[src/rtl/rhp_pkg.sv]
package rhp_pkg;
  localparam int CHG_W = 5;
  localparam int STAT_W = 16;

  typedef struct packed {
    logic pwr_on;
    logic pwr_off;
    logic rst;
    logic susp;
    logic resume;
    logic en;
    logic dis;
  } port_cmd_t;

  function automatic port_cmd_t decode_cmd(input logic [31:0] d);
    port_cmd_t c;
    c.dis     = d[0];
    c.en      = d[1];
    c.susp    = d[2];
    c.resume  = d[3];
    c.rst     = d[4];
    c.pwr_on  = d[8];
    c.pwr_off = d[9];
    return c;
  endfunction
endpackage

[src/rtl/rhp_cmd_hold.sv]
module rhp_cmd_hold
  import rhp_pkg::*;
(
  input  logic      clk,
  input  logic      rst_n,
  input  logic      wr_hit_i,
  input  port_cmd_t wr_cmd_i,
  input  logic      busy_i,
  output logic      apply_o,
  output port_cmd_t cmd_o
);
  logic      pend_q;
  port_cmd_t pcmd_q;

  always_comb begin
    apply_o = 1'b0;
    cmd_o   = pcmd_q;
    if (wr_hit_i && !busy_i) begin
      apply_o = 1'b1;
      cmd_o   = wr_cmd_i;
    end else if (!wr_hit_i && !busy_i && pend_q) begin
      apply_o = 1'b1;
    end
  end

  always_ff @(posedge clk or negedge rst_n) begin
    if (!rst_n) begin
      pend_q <= 1'b0;
      pcmd_q <= '0;
    end else if (wr_hit_i) begin
      if (busy_i) begin
        pend_q <= 1'b1;
        pcmd_q <= wr_cmd_i;
      end else begin
        pend_q <= 1'b0;
      end
    end else if (!busy_i) begin
      pend_q <= 1'b0;
    end
  end
endmodule

[src/rtl/rhp_port_core.sv]
module rhp_port_core
  import rhp_pkg::*;
#(
  parameter int RST_TICKS = 10
) (
  input  logic              clk,
  input  logic              rst_n,
  input  logic              conn_i,
  input  logic              oc_i,
  input  logic              lowspd_i,
  input  logic              ms_tick_i,
  input  logic              apply_i,
  input  port_cmd_t         cmd_i,
  input  logic [CHG_W-1:0]  clr_i,
  output logic [STAT_W-1:0] stat_o,
  output logic [CHG_W-1:0]  chg_o,
  output logic              rst_req_o
);
  localparam int CNT_W = $clog2(RST_TICKS + 1);
  localparam logic [CNT_W-1:0] LAST_TICK = CNT_W'(RST_TICKS - 1);

  logic ccs_q, pes_q, pss_q, poci_q, prs_q, pps_q, lsda_q;
  logic [CHG_W-1:0] chg_q;
  logic [CNT_W-1:0] cnt_q;
  logic live;

  assign live = pps_q & conn_i;

  always_ff @(posedge clk or negedge rst_n) begin
    if (!rst_n) begin
      ccs_q  <= 1'b0;
      pes_q  <= 1'b0;
      pss_q  <= 1'b0;
      poci_q <= 1'b0;
      prs_q  <= 1'b0;
      pps_q  <= 1'b0;
      lsda_q <= 1'b0;
      chg_q  <= '0;
      cnt_q  <= '0;
    end else begin
      // clears first, hardware sets below override them
      chg_q <= chg_q & ~clr_i;
      ccs_q <= live;
      if (live != ccs_q) chg_q[0] <= 1'b1;
      poci_q <= oc_i;
      if (oc_i != poci_q) chg_q[3] <= 1'b1;
      lsda_q <= live & lowspd_i;
      if (!live) begin
        if (pes_q) chg_q[1] <= 1'b1;
        pes_q <= 1'b0;
        pss_q <= 1'b0;
        prs_q <= 1'b0;
        cnt_q <= '0;
      end else begin
        if (prs_q && ms_tick_i) begin
          if (cnt_q == LAST_TICK) begin
            prs_q    <= 1'b0;
            pes_q    <= 1'b1;
            chg_q[4] <= 1'b1;
            cnt_q    <= '0;
          end else begin
            cnt_q <= cnt_q + 1'b1;
          end
        end
        if (apply_i) begin
          if (cmd_i.en && ccs_q) pes_q <= 1'b1;
          if (cmd_i.dis) pes_q <= 1'b0;
          if (cmd_i.susp && pes_q) pss_q <= 1'b1;
          if (cmd_i.resume && pss_q) begin
            pss_q    <= 1'b0;
            chg_q[2] <= 1'b1;
          end
          if (cmd_i.rst && ccs_q && !prs_q) begin
            prs_q <= 1'b1;
            cnt_q <= '0;
            pss_q <= 1'b0;
          end
        end
      end
      if (apply_i) begin
        if (cmd_i.pwr_on) pps_q <= 1'b1;
        if (cmd_i.pwr_off) pps_q <= 1'b0;
      end
    end
  end

  assign stat_o    = {6'b0, lsda_q, pps_q, 3'b0, prs_q, poci_q, pss_q, pes_q, ccs_q};
  assign chg_o     = chg_q;
  assign rst_req_o = prs_q;
endmodule

[src/rtl/rh_port_bank.sv]
module rh_port_bank
  import rhp_pkg::*;
#(
  parameter int NPORTS    = 4,
  parameter int SEL_W     = 3,
  parameter int RST_TICKS = 10
) (
  input  logic              clk,
  input  logic              rst_n,
  input  logic              wr_en,
  input  logic [SEL_W-1:0]  wr_port,
  input  logic [31:0]       wr_data,
  input  logic [SEL_W-1:0]  rd_port,
  output logic [31:0]       rd_data,
  input  logic              txn_busy,
  input  logic              ms_tick,
  input  logic [NPORTS-1:0] conn_in,
  input  logic [NPORTS-1:0] oc_in,
  input  logic [NPORTS-1:0] lowspd_in,
  output logic [NPORTS-1:0] port_rst_req
);
  localparam int PAD_W = 32 - CHG_W - STAT_W;

  logic [STAT_W-1:0]        stat_w [NPORTS];
  logic [CHG_W-1:0]         chg_w  [NPORTS];
  logic [NPORTS*STAT_W-1:0] stat_flat;
  logic [NPORTS*CHG_W-1:0]  chg_flat;
  port_cmd_t                wr_cmd;
  logic                     unused_wr;

  assign wr_cmd    = decode_cmd(wr_data);
  assign unused_wr = ^{wr_data[31:21], wr_data[15:10], wr_data[7:5]};

  for (genvar i = 0; i < NPORTS; i++) begin : g_port
    logic             sel, hit, apply;
    port_cmd_t        cmd;
    logic [CHG_W-1:0] clr;

    assign sel = wr_en && (wr_port == SEL_W'(i));
    assign hit = sel && (|wr_cmd);
    assign clr = sel ? wr_data[16 +: CHG_W] : '0;

    rhp_cmd_hold u_hold (
      .clk(clk), .rst_n(rst_n), .wr_hit_i(hit), .wr_cmd_i(wr_cmd),
      .busy_i(txn_busy), .apply_o(apply), .cmd_o(cmd)
    );

    rhp_port_core #(.RST_TICKS(RST_TICKS)) u_core (
      .clk(clk), .rst_n(rst_n), .conn_i(conn_in[i]), .oc_i(oc_in[i]),
      .lowspd_i(lowspd_in[i]), .ms_tick_i(ms_tick), .apply_i(apply),
      .cmd_i(cmd), .clr_i(clr), .stat_o(stat_w[i]), .chg_o(chg_w[i]),
      .rst_req_o(port_rst_req[i])
    );

    assign stat_flat[i*STAT_W +: STAT_W] = stat_w[i];
    assign chg_flat[i*CHG_W +: CHG_W]    = chg_w[i];
  end

  always_comb begin
    rd_data = '0;
    for (int i = 0; i < NPORTS; i++) begin
      if (rd_port == SEL_W'(i)) rd_data = {{PAD_W{1'b0}}, chg_w[i], stat_w[i]};
    end
  end
endmodule

[config.mk]
export PLATFORM = sky130hd
export DESIGN_NAME = rh_port_bank
export DESIGN_NICKNAME = d
export VERILOG_FILES = /design/src/rtl/rhp_pkg.sv /design/src/rtl/rhp_cmd_hold.sv /design/src/rtl/rhp_port_core.sv /design/src/rtl/rh_port_bank.sv
export SDC_FILE = /design/constraint.sdc
export NUM_CORES = 1
export LEC_CHECK = 0
export BUFFER_PORTS_ARGS = -buffer_cell sky130_fd_sc_hd__buf_4
export CORE_MARGIN = 4
export CORE_UTILIZATION = 52
export CTS_CLUSTER_DIAMETER = 30
export DETAILED_ROUTE_END_ITERATION = 8
export PLACE_DENSITY = 0.78
export SYNTH_ARGS = -nofsm -noshare
export SYNTH_HDL_FRONTEND = slang
export SYNTH_HIERARCHICAL = 1
export SYNTH_SLANG_ARGS = --single-unit
[constraint.sdc]
create_clock -name clk -period 1.5 [get_ports clk]
set_clock_uncertainty 0.2 [all_clocks]
set_input_delay 0.3 -clock clk [delete_from_list [all_inputs] [get_ports clk]]
set_output_delay 0.3 -clock clk [all_outputs]
set_load 0.01 [all_outputs]
### Word level (Yosys, flattened, before mapping)

Cells that the tools add are included.

| storage, ports and cells | value |
|---|---|
| register bits after elaboration | 96 |
| output and inout bits | 36 |
| bits of input ports | 55 |

| operators by class | value |
|---|---|
| reduce and logical (&&, ||, !) cells | 72 |
| equal/unequal tests | 30 |
| $add $sub $neg | 4 |
| multiplexer cells | 158 |
| bitwise gates (word level) | 16 |

Operator list:

| kind | count |
|---|---|
| two-way mux 1 bit | 126 |
| two-way mux 32 bit | 3 |
| two-way mux 4 bit | 20 |
| logical AND 1 bit | 44 |
| two-way mux 7 bit | 4 |
| AND reduction 2 bit | 12 |
| two-way mux 21 bit | 1 |
| bitwise AND 5 bit | 4 |
| two-way mux 5 bit | 4 |
| inverter 5 bit | 4 |
| adder 4 x 1 -> 4 bit (second input constant) | 4 |
| equality test 4 bit (second input constant) | 4 |
| inequality test 4 bit (second input constant) | 4 |
| equality test 3 x 2 -> 1 bit (second input constant) | 4 |
| logical NOT 1 bit | 9 |
| bitwise AND 1 bit | 8 |
| inequality test 1 bit | 8 |
| inequality test 2 x 1 -> 1 bit (second input constant) | 4 |
| inequality test 2 bit (second input constant) | 4 |
| nonzero test 2 bit | 4 |
| OR reduction 7 bit | 1 |
| equality test 3 x 1 -> 1 bit (second input constant) | 2 |
| logical NOT 3 bit | 2 |

### Logic depth before layout (Yosys ltp)

Gate-level depths: netlist of run 1.

| depth | value |
|---|---|
| word-level depth | 11 |
| gate-level depth with buffers | 8 |
| depth with buffers taken out | 7 |

### Modules after synthesis

The synthesis of run 1 kept the hierarchy.

By module, submodules not included:

| module | cells each | seq. area each (um2) | times used | area each (um2) |
|---|---|---|---|---|
| rhp_port_core | 84 | 400.4 | 4 | 822.0 |
| rhp_cmd_hold | 28 | 200.2 | 4 | 429.2 |
| rh_port_bank | 116 | 0.0 | 1 | 993.5 |

### Least setup slack after synthesis of run 1

OpenSTA, ideal clock, no wires.

| timing path | value |
|---|---|
| kind | input to register |
| from | in wr_port[2] |
| to | reg g_port[3].u_core.cnt_q[2] |
| setup slack | -0.826 ns |
| stages | 8 |
| required time | 1.160 ns |
| data arrival time | 1.986 ns |
| path buffers | 1 |
| cell sequence | and4b_1 -> a21boi_0 -> nand2b_4 -> buf_6 -> mux2_4 -> nand3_1 -> o21ai_0 -> nor2_1 |

RTL lines:

| item | line | RTL |
|---|---|---|
| from (decl) | rh_port_bank.sv:11 | `input logic [SEL_W-1:0] wr_port,` |
| to (signal assigned) | rhp_port_core.sv:62 | `cnt_q <= cnt_q + 1'b1;` |
| to (decl) | rhp_port_core.sv:24 | `logic [CNT_W-1:0] cnt_q;` |

==> impl_metrics.toml, run 1 <==
[timing]
clock.fmax_ghz = 0.546
layout_setup_ws_ns = -0.332
grt_setup_unrepaired = "true"
finalCritPeriodShare_pct = 122
post-route-min-period_ns = 1.83
hold_viol_final = 0
setup-violations-final = 73
timing.final.max_slew_violations = 0

[power_and_ir_drop]
p_sw_mw = 2.41
power_frac_clock_pct = 29.7
p_leak_nw = 3.98
p_comb_share_pct = 30.0
p_seq_share_pct = 40.2
powerDensity_mw_per_mm2 = 957
swShare_pct = 30.3
ir_worst_vdd_mv = 0.692
internal_power_mw = 5.56
power.total_mw = 7.97

[min_path]
hp-class = "input port to register"

[floorplanning]
fp.dieH_um = 115
fp.dieW_um = 115
start_util_pct = 54.1
die_area_mm2 = 0.0133
num_rows = 38
pin_count = 91
coreArea_mm2 = 0.0111

[synth]
synth_top_area_share_pct = 40.1
syn_inst = 564
synth_area_leaders = "dfrtp_1 40%, buf_4 9.4%, mux2i_1 7.7%"
synth_area_per_cell_um2 = 10.6
synth_edf_count = 0
yosys.cell_count.top_type = "dfrtp_1"
synth-async-reset-ratio_pct = 100
ys_seq_elements = 96
ys_seq_area_share_pct = 40.1
yosys-top-cells-count = "96 x dfrtp_1, 75 x buf_4, 46 x mux2i_1"
ys_warn_count = 6
yosys.area.top_type = "dfrtp_1"
netlist_area_mm2 = 0.00600
synth_cell_type_count = 40
ys.flop_type = "dfrtp_1"

[setup_path]
arrival_ns = 1.87
worst-path-max-fanout = 4
end_kind = "register"
critPathKind = "input port to register"
start_kind = "input port"
critical_path_required_ns = 1.54

[place]
globalplace.congestion = 0.867
pre_cts_ws_ns = -0.714
port_buffers = 50
dpl.hpwl_um = 10800

[layout]
multi_input_area_mm2 = 0.00366
largest_register = "g_port.u_hold/pcmd_q"
nNetsFinal = 780
fillers = 630
drive_above_1_share_pct = 50.3
diodes = 0
syn2layout_area_growth_pct = 38.9
largest_reg_flops = 28
final-seq-area_mm2 = 0.00240

[global_routing]
grt_max_degree = 24
overflow = 0
grt_pass1_wl_um = 26100
antenna_found_initial = 0
grt_pass1_vias = 5009
grt_use_total_pct = 25.6

[route]
dr.pass1.iters = 7
drt-total-wl_um = 18100
num_vias = 5003
viasPerCell = 5.80
wl_per_cell_um = 21.0
drt_iter0_markers = 500
ant_nets = 0
drcViolationCount = 0

[clock_network]
cts_buffer_depth = 2
cts.clk_slew.worst_paths_ns = 0.07
clk_latency_ns = 0.35
h-tree-depth = 3
numCtsBuffers = 9
cts-root-buf = "clkbuf_16"
cts.sinks = 96
cts_tree = "built"

[flow_run]
drv_cap = 0

[status]
status = "finished, violations left"
violations = "negative setup slack"
through the flow:
step / hold WS, ns / cells / instance area [um^2] / setup TNS, ns / util (%)
2_1_floorplan: -0.196 / 606 / 6270 / -18.61 / -
3_3_place_gp: 0.0313 / 790 / 6770 / -36.63 / 61.1
3_5_place_dp: 0.0299 / 790 / 6770 / -38.16 / 61.1
4_1_cts: 0.000972 / 838 / 7870 / -8.63 / 71.0
5_1_grt: 0.0322 / 862 / 8330 / -16.24 / 75.2
6_report: 0.0337 / 862 / 8330 / -13.75 / 75.2
layout by cell type, fill, tap and decap left out, drive strengths merged:
cell type    Yosys  routed
conb             5      47
xnor2            8       8
nor4b            1       1
inv             28      28
nand2b           5       5
a21oi           24      24
clkbuf           2      13
nor2b            4       4
o22ai           29      29
a21boi           4       4
ha               8       8
a221oi           4       4
nand4b           4       4
clkinv           0       2
or3             12      12
buf             90     183
a31oi            8       8
or2              1       1
and2            24      24
and3             4       4
and4b            5       5
nor2            12      12
o21ai           20      20
bufinv           0       1
mux2            56      56
nand2           36      36
mux2i           46      46
dlygate4sd3      0       9
nor4             1       1
dfrtp           96      96
nor3             5       5
a211oi           4       4
nand3           16      16
and4bb           2       2
cell type report:
type / instances / share of cell area [%]
clock inverter: 3 / 0.480
tap: 140 / 2.10
sequential: 96 / 28.9
timing repair buffer: 192 / 20.2
clock buffer: 13 / 3.12
multi-input combinational: 390 / 44.0
inverter: 28 / 1.26
kinds of logic after synthesis:
kind of cell / share of synthesized area [%]
AO/OA/AOI/OAI: 9.45
XOR/XNOR: 1.17
adder cells (fa/ha/maj): 1.67
other: 0.313
buffers and inverters: 14.1
AND/OR/NAND/NOR: 13.3
flip-flops: 40.0
multiplexers: 19.9
power groups by stage:
stage / Combinational, mW / Clock [mW] / Sequential, mW
floorplan: 1.28 / 0 / 3.17
global placement: 1.71 / 0 / 3.18
detailed placement: 1.75 / 0 / 3.20
CTS: 2.06 / 2.39 / 3.17
global route: 2.52 / 2.49 / 3.24
finish: 2.39 / 2.37 / 3.21
worst paths after layout:
path | slack [ns] | start | depth (start not counted) | to
worst min register to register | 0.32 | g_port[2].u_hold/pcmd_q[3] | 1 | g_port[2].u_hold/pcmd_q[3]
min in group asynchronous | 0.20 | rst_n | 2 | g_port[3].u_core/poci_q
worst max register to register | -0.21 | g_port[1].u_core/cnt_q[0] | 4 | g_port[1].u_core/cnt_q[1]
max in group asynchronous | 0.41 | rst_n | 3 | g_port[3].u_core/cnt_q[1]
worst max-delay path | -0.33 | wr_data[9] | 10 | g_port[3].u_core/rst_req_o
worst min-delay path | 0.03 | lowspd_in[0] | 2 | g_port[0].u_core/lsda_q
timing repair:
item                                    4_1_cts  5_1_grt
buffers inserted                             23       28
hold endpoints to repair                     95        0
resized for setup                           111       63
endpoints found under the setup margin       71       82
pin swaps                                    36       32
hold buffers                                  9        0
metal layers:
| metal | track usage (%) | vias to the layer above | part of all wire, % |
|---|---|---|---|
| li1 | - | 2171 | - |
| met1 | 31.5 | 2506 | 39 |
| met2 | 44.7 | 254 | 50 |
| met3 | 4.53 | 72 | 6.6 |
| met4 | 9.70 | 0 | 4.5 |
| met5 | 0 | - | 0 |
critical path, cell delays in order:
cell and delay [ns]:
buf_8 0.10, nor4_4 0.26, buf_4 0.18, a21boi_2 0.06, buf_4 0.14, nand2b_4 0.10
mux2_4 0.34, buf_6 0.13, a31oi_4 0.17, nor3_2 0.07
Power figures use the tool's default switching activity.
==> run 2, diff against run 1 <==
Settings changed: SLEW_MARGIN from default to 5.
Clock period 1.5 ns to 1.65 ns, I/O delays scaled along.
==> run 2 against run 1 <==
Compared with the run above: the flow still finishes with violations (negative setup slack); first-iteration DRC count shrank 20%; wire length shrank 6.8%; non-clock buffer count shrank 26.
==> impl_metrics.toml, run 2 (same netlist as run 1, synthesis figures left out) <==
[status]
status = "finished, violations left"
violations = "negative setup slack"

[global_routing]
grt_max_degree = 33
antenna_found_initial = 0
grt_pass1_vias = 4781
grt_pass1_wl_um = 24400
grt_use_total_pct = 23.8
overflow = 0

[clock_network]
numCtsBuffers = 9
h-tree-depth = 3
cts_tree = "built"
cts-root-buf = "clkbuf_16"
clk_latency_ns = 0.35
cts_buffer_depth = 2
cts.sinks = 96
cts.clk_slew.worst_paths_ns = 0.07

[route]
drcViolationCount = 0
ant_nets = 0
dr.pass1.iters = 5
drt-total-wl_um = 16800
num_vias = 4702
wl_per_cell_um = 20.2
viasPerCell = 5.62
drt_iter0_markers = 401

[timing]
grt_setup_unrepaired = "true"
post-route-min-period_ns = 1.81
layout_setup_ws_ns = -0.160
clock.fmax_ghz = 0.553
hold_viol_final = 0
setup-violations-final = 46
finalCritPeriodShare_pct = 110
timing.final.max_slew_violations = 0
fin_hold_ws_ns = 0.0185

[place]
dpl.hpwl_um = 10500
port_buffers = 50
globalplace.congestion = 0.855

[layout]
multi_input_area_mm2 = 0.00346
final-seq-area_mm2 = 0.00241
final_cell_mix = "136 x buf_4, 89 x dfrtp_1, 47 x conb_1"
drive_above_1_share_pct = 47.7
final_common_cell = "buf_4"
fillers = 706
finish.utilization_pct = 70.7
nNetsFinal = 754
largest_register = "g_port.u_hold/pcmd_q"
syn2layout_area_growth_pct = 30.6
diodes = 0
largest_reg_flops = 28

[setup_path]
critPathKind = "register to primary output"
start_kind = "register"
cpMaxStageDelayCell = "dfrtp_1"
critPathLaunch = "g_port[0].u_core/pes_q"
cp_cell_sequence = "mux2i_2 > o22ai_2 > buf_4"
arrival_ns = 1.28
rrSetupSlack_ns = -0.01
critical_path_required_ns = 1.12
worst-path-max-fanout = 2
end_kind = "primary output"
r2r-start = "g_port[3].u_core/cnt_q[1]"
max_stage_delay_ns = 0.41

[min_path]
worstHoldStart = "lowspd_in[3]"
hp-class = "input port to register"

[floorplanning]
coreArea_mm2 = 0.0111
pin_count = 91
fp.dieH_um = 115
fp.dieW_um = 115
start_util_pct = 54.1
num_rows = 38
die_area_mm2 = 0.0133

[power_and_ir_drop]
powerDensity_mw_per_mm2 = 895
ir_worst_vdd_mv = 0.740
p_leak_nw = 3.69

[flow_run]
drv_cap = 0
-- run 2: cell types whose count changed in the layout (fill, tap and decap cells not counted), moves of 5 or more --
cell and delta:
nand2_2 +5, mux2_2 +21, buf_6 -16, dfrtp_1 -5, mux2_4 -21, dfrtp_2 +5
-- run 2: path summary, 6_finish.rpt --
kind,endpoint,cells past startpoint
max,rd_data[1],3
min in group asynchronous,g_port[2].u_core/chg_o[2],2
min reg2reg,g_port[2].u_hold/pcmd_q[5],1
min,g_port[3].u_core/lsda_q,2
max in group asynchronous,g_port[1].u_core/rst_req_o,3
max reg2reg,g_port[3].u_core/cnt_q[1],5
-- run 2: repair_timing --
item                                    CTS  global route
buffers inserted                         18            27
hold endpoints to repair                 28             0
pin swaps                                23            25
gates resized for setup                  68            47
gates cloned                              0             1
endpoints found under the setup margin   54            46
hold buffers                              5             0
-- run 2: cell type report --
type                    instances  share of cell area (%)
multi-input cells             390                    44.1
flip-flops and latches         96                    30.8
repair buffers                166                    17.7
clock buffers                  12                    3.15
well taps                     140                    2.24
inverters                      28                    1.34
clock inverters                 4                   0.687
-- run 2: metal layers --
metal	track usage (%)	up-vias	part of all wire [%]
met4	9.62	0	2.8
met1	29.5	2337	39
li1	-	2114	-
met2	39.8	219	51
met3	6.21	32	6.5
met5	0	-	0
-- run 2: power by group --
group	total [mW]	switching (mW)	internal [mW]
clock network	2.12	0.896	1.22
logic	1.99	0.974	1.01
registers	2.91	0.223	2.68
total	7.01	2.09	4.92
-- run 2: worst max-delay path: cells and delay by family, from the launching register on --
family	cells	cell delay, ns
muxes	1	0.23
DFF	1	0.41
buffers and inverters	1	0.16
AOI/OAI and AO/OA	1	0.13
-- run 2: through the flow --
step / std cells / worst slack, ns / setup TNS, ns / power [mW] / cell area (um^2)
after global placement: 769 / -0.548 / -23.86 / 4.38 / 6600
after global routing: 836 / -0.228 / -6.02 / 7.29 / 7840
after detailed placement: 769 / -0.628 / -26.49 / 4.44 / 6600
final: 836 / -0.160 / -4.20 / 7.01 / 7840
after CTS: 808 / -0.137 / -1.97 / 6.74 / 7400
after floorplan: 606 / -0.370 / -10.93 / 4.04 / 6270
==> run 3, diff against run 2 <==
Settings changed: CTS_CLUSTER_SIZE from default to 40, MAX_ROUTING_LAYER from default to met4.
==> run 3 against run 2 <==
Compared with the run above: the run still ends with negative setup slack left; combinational power about the same; utilization hardly changed; sequential power hardly changed; non-clock buffer count is the same; count of clock-buffer cells in the layout unchanged; maximum frequency is 1.5% lower; total power about the same; register-to-register slack about the same; hold slack better by 0.00075 ns; design area is essentially flat; via count is 0.13% higher; first-iteration DRC count shrank 5.5%.
==> impl_metrics.toml, run 3 (same netlist as run 1, synthesis figures left out) <==
[timing]
setup-violations-final = 45
clock.fmax_ghz = 0.544
post-route-min-period_ns = 1.84
layout_setup_ws_ns = -0.188
grt_setup_unrepaired = "true"
finalCritPeriodShare_pct = 111
setup_tns_ns = -4.17
hold_viol_final = 0
timing.final.max_slew_violations = 0
fin_hold_ws_ns = 0.0192

[setup_path]
worst-path-max-fanout = 2
end_kind = "primary output"
start_kind = "register"
arrival_ns = 1.31
critPathKind = "register to primary output"
r2r-start = "g_port[3].u_core/cnt_q[1]"
rrSetupSlack_ns = -0.01
r2r-end = "g_port[3].u_core/cnt_q[1]"
critical_path_required_ns = 1.12
reg2reg_depth = 5

[place]
dpl.hpwl_um = 10500
globalplace.congestion = 0.869
port_buffers = 50
placed_cell_area_mm2 = 0.00660

[status]
status = "finished, violations left"
violations = "negative setup slack"

[floorplanning]
die_area_mm2 = 0.0133
fp.dieW_um = 115
start_util_pct = 54.1
coreArea_mm2 = 0.0111
num_rows = 38
pin_count = 91
fp.dieH_um = 115

[layout]
multi_input_area_mm2 = 0.00345
final_common_cell = "buf_4"
syn2layout_area_growth_pct = 30.6
drive_above_1_share_pct = 47.6
final_cell_mix = "136 x buf_4, 89 x dfrtp_1, 47 x conb_1"
diodes = 0
finish.utilization_pct = 70.7
nNetsFinal = 754
largest_reg_flops = 28
final-seq-area_mm2 = 0.00241
post-route-cell-area_mm2 = 0.00783
largest_register = "g_port.u_hold/pcmd_q"
fillers = 706

[min_path]
hp-class = "input port to register"
worstHoldPathCells = 2
min_to = "g_port[3].u_core/lsda_q"
worstHoldStart = "lowspd_in[3]"

[route]
viasPerCell = 5.63
drt-total-wl_um = 16900
dr.pass1.iters = 5
drcViolationCount = 0
num_vias = 4708
ant_nets = 0
drt_iter0_markers = 379
wl_per_cell_um = 20.2

[global_routing]
grt_use_total_pct = 24.6
overflow = 0
grt_pass1_wl_um = 24400
antenna_found_initial = 0
grt_pass1_vias = 4764
grt_max_degree = 33

[clock_network]
cts.clk_slew.worst_paths_ns = 0.07
cts_buffer_depth = 2
clk_latency_ns = 0.34
cts_tree = "built"
cts.sinks = 96
numCtsBuffers = 9
h-tree-depth = 3
cts-root-buf = "clkbuf_16"

[power_and_ir_drop]
powerDensity_mw_per_mm2 = 896
power.total_mw = 7.02
p_leak_nw = 3.69
ir_worst_vdd_mv = 0.745

[flow_run]
drv_cap = 0
==> run 3: critical path, stage by stage (launching register included) <==
cell and delay (ns):
dfrtp_1 0.40, mux2i_1 0.26, o22ai_2 0.14, buf_4 0.16
==> run 3: where the power goes <==
part           switching, mW  internal (mW)  total (mW)
Clock                  0.896           1.22        2.12
Combinational          0.978           1.01        1.99
Sequential             0.225           2.68        2.91
==> run 3: metal layers <==
layer | GRT usage [%] | vias up | wire, um
met5 | - | - | 0
met4 | 9.62 | 0 | 531
met3 | 6.00 | 48 | 1160
met2 | 39.8 | 234 | 8590
met1 | 29.6 | 2313 | 6620
li1 | - | 2113 | -
==> run 3: timing repair <==
item                                    CTS  global route
gates cloned                              0             1
hold buffers                              5             0
endpoints found under the setup margin   54            46
setup buffers                            18            27
endpoints found under the hold margin    28             0
pin swaps                                23            25
resized for setup                        68            46
==> run 3: worst max path at each step <==
stage,from,endpoint,slack [ns],cells after the start
after floorplan,wr_port[0],g_port[0].u_core/cnt_q[3],-0.37,8
after global placement,wr_port[2],g_port[0].u_core/pes_q,-0.55,7
after detailed placement,wr_port[2],g_port[0].u_core/cnt_q[3],-0.63,9
after CTS,g_port[1].u_core/ccs_q,rd_data[0],-0.14,3
after global routing,wr_port[2],g_port[3].u_core/cnt_q[3],-0.22,8
final,g_port[2].u_core/pes_q,rd_data[1],-0.19,3
==> run 3: layout make-up <==
class                   instances  area share [%]
clock buffers                  12            3.15
flip-flops and latches         96            30.8
multi-input cells             390            44.1
clock inverters                 4           0.687
inverters                      28            1.34
repair buffers                166            17.7
well taps                     140            2.24
==> run 3: stage by stage <==
step / cells / worst slack (ns)
after CTS: 808 / -0.137
final: 836 / -0.188
after global routing: 836 / -0.222
after floorplan: 606 / -0.370
after detailed placement: 769 / -0.628
after global placement: 769 / -0.548
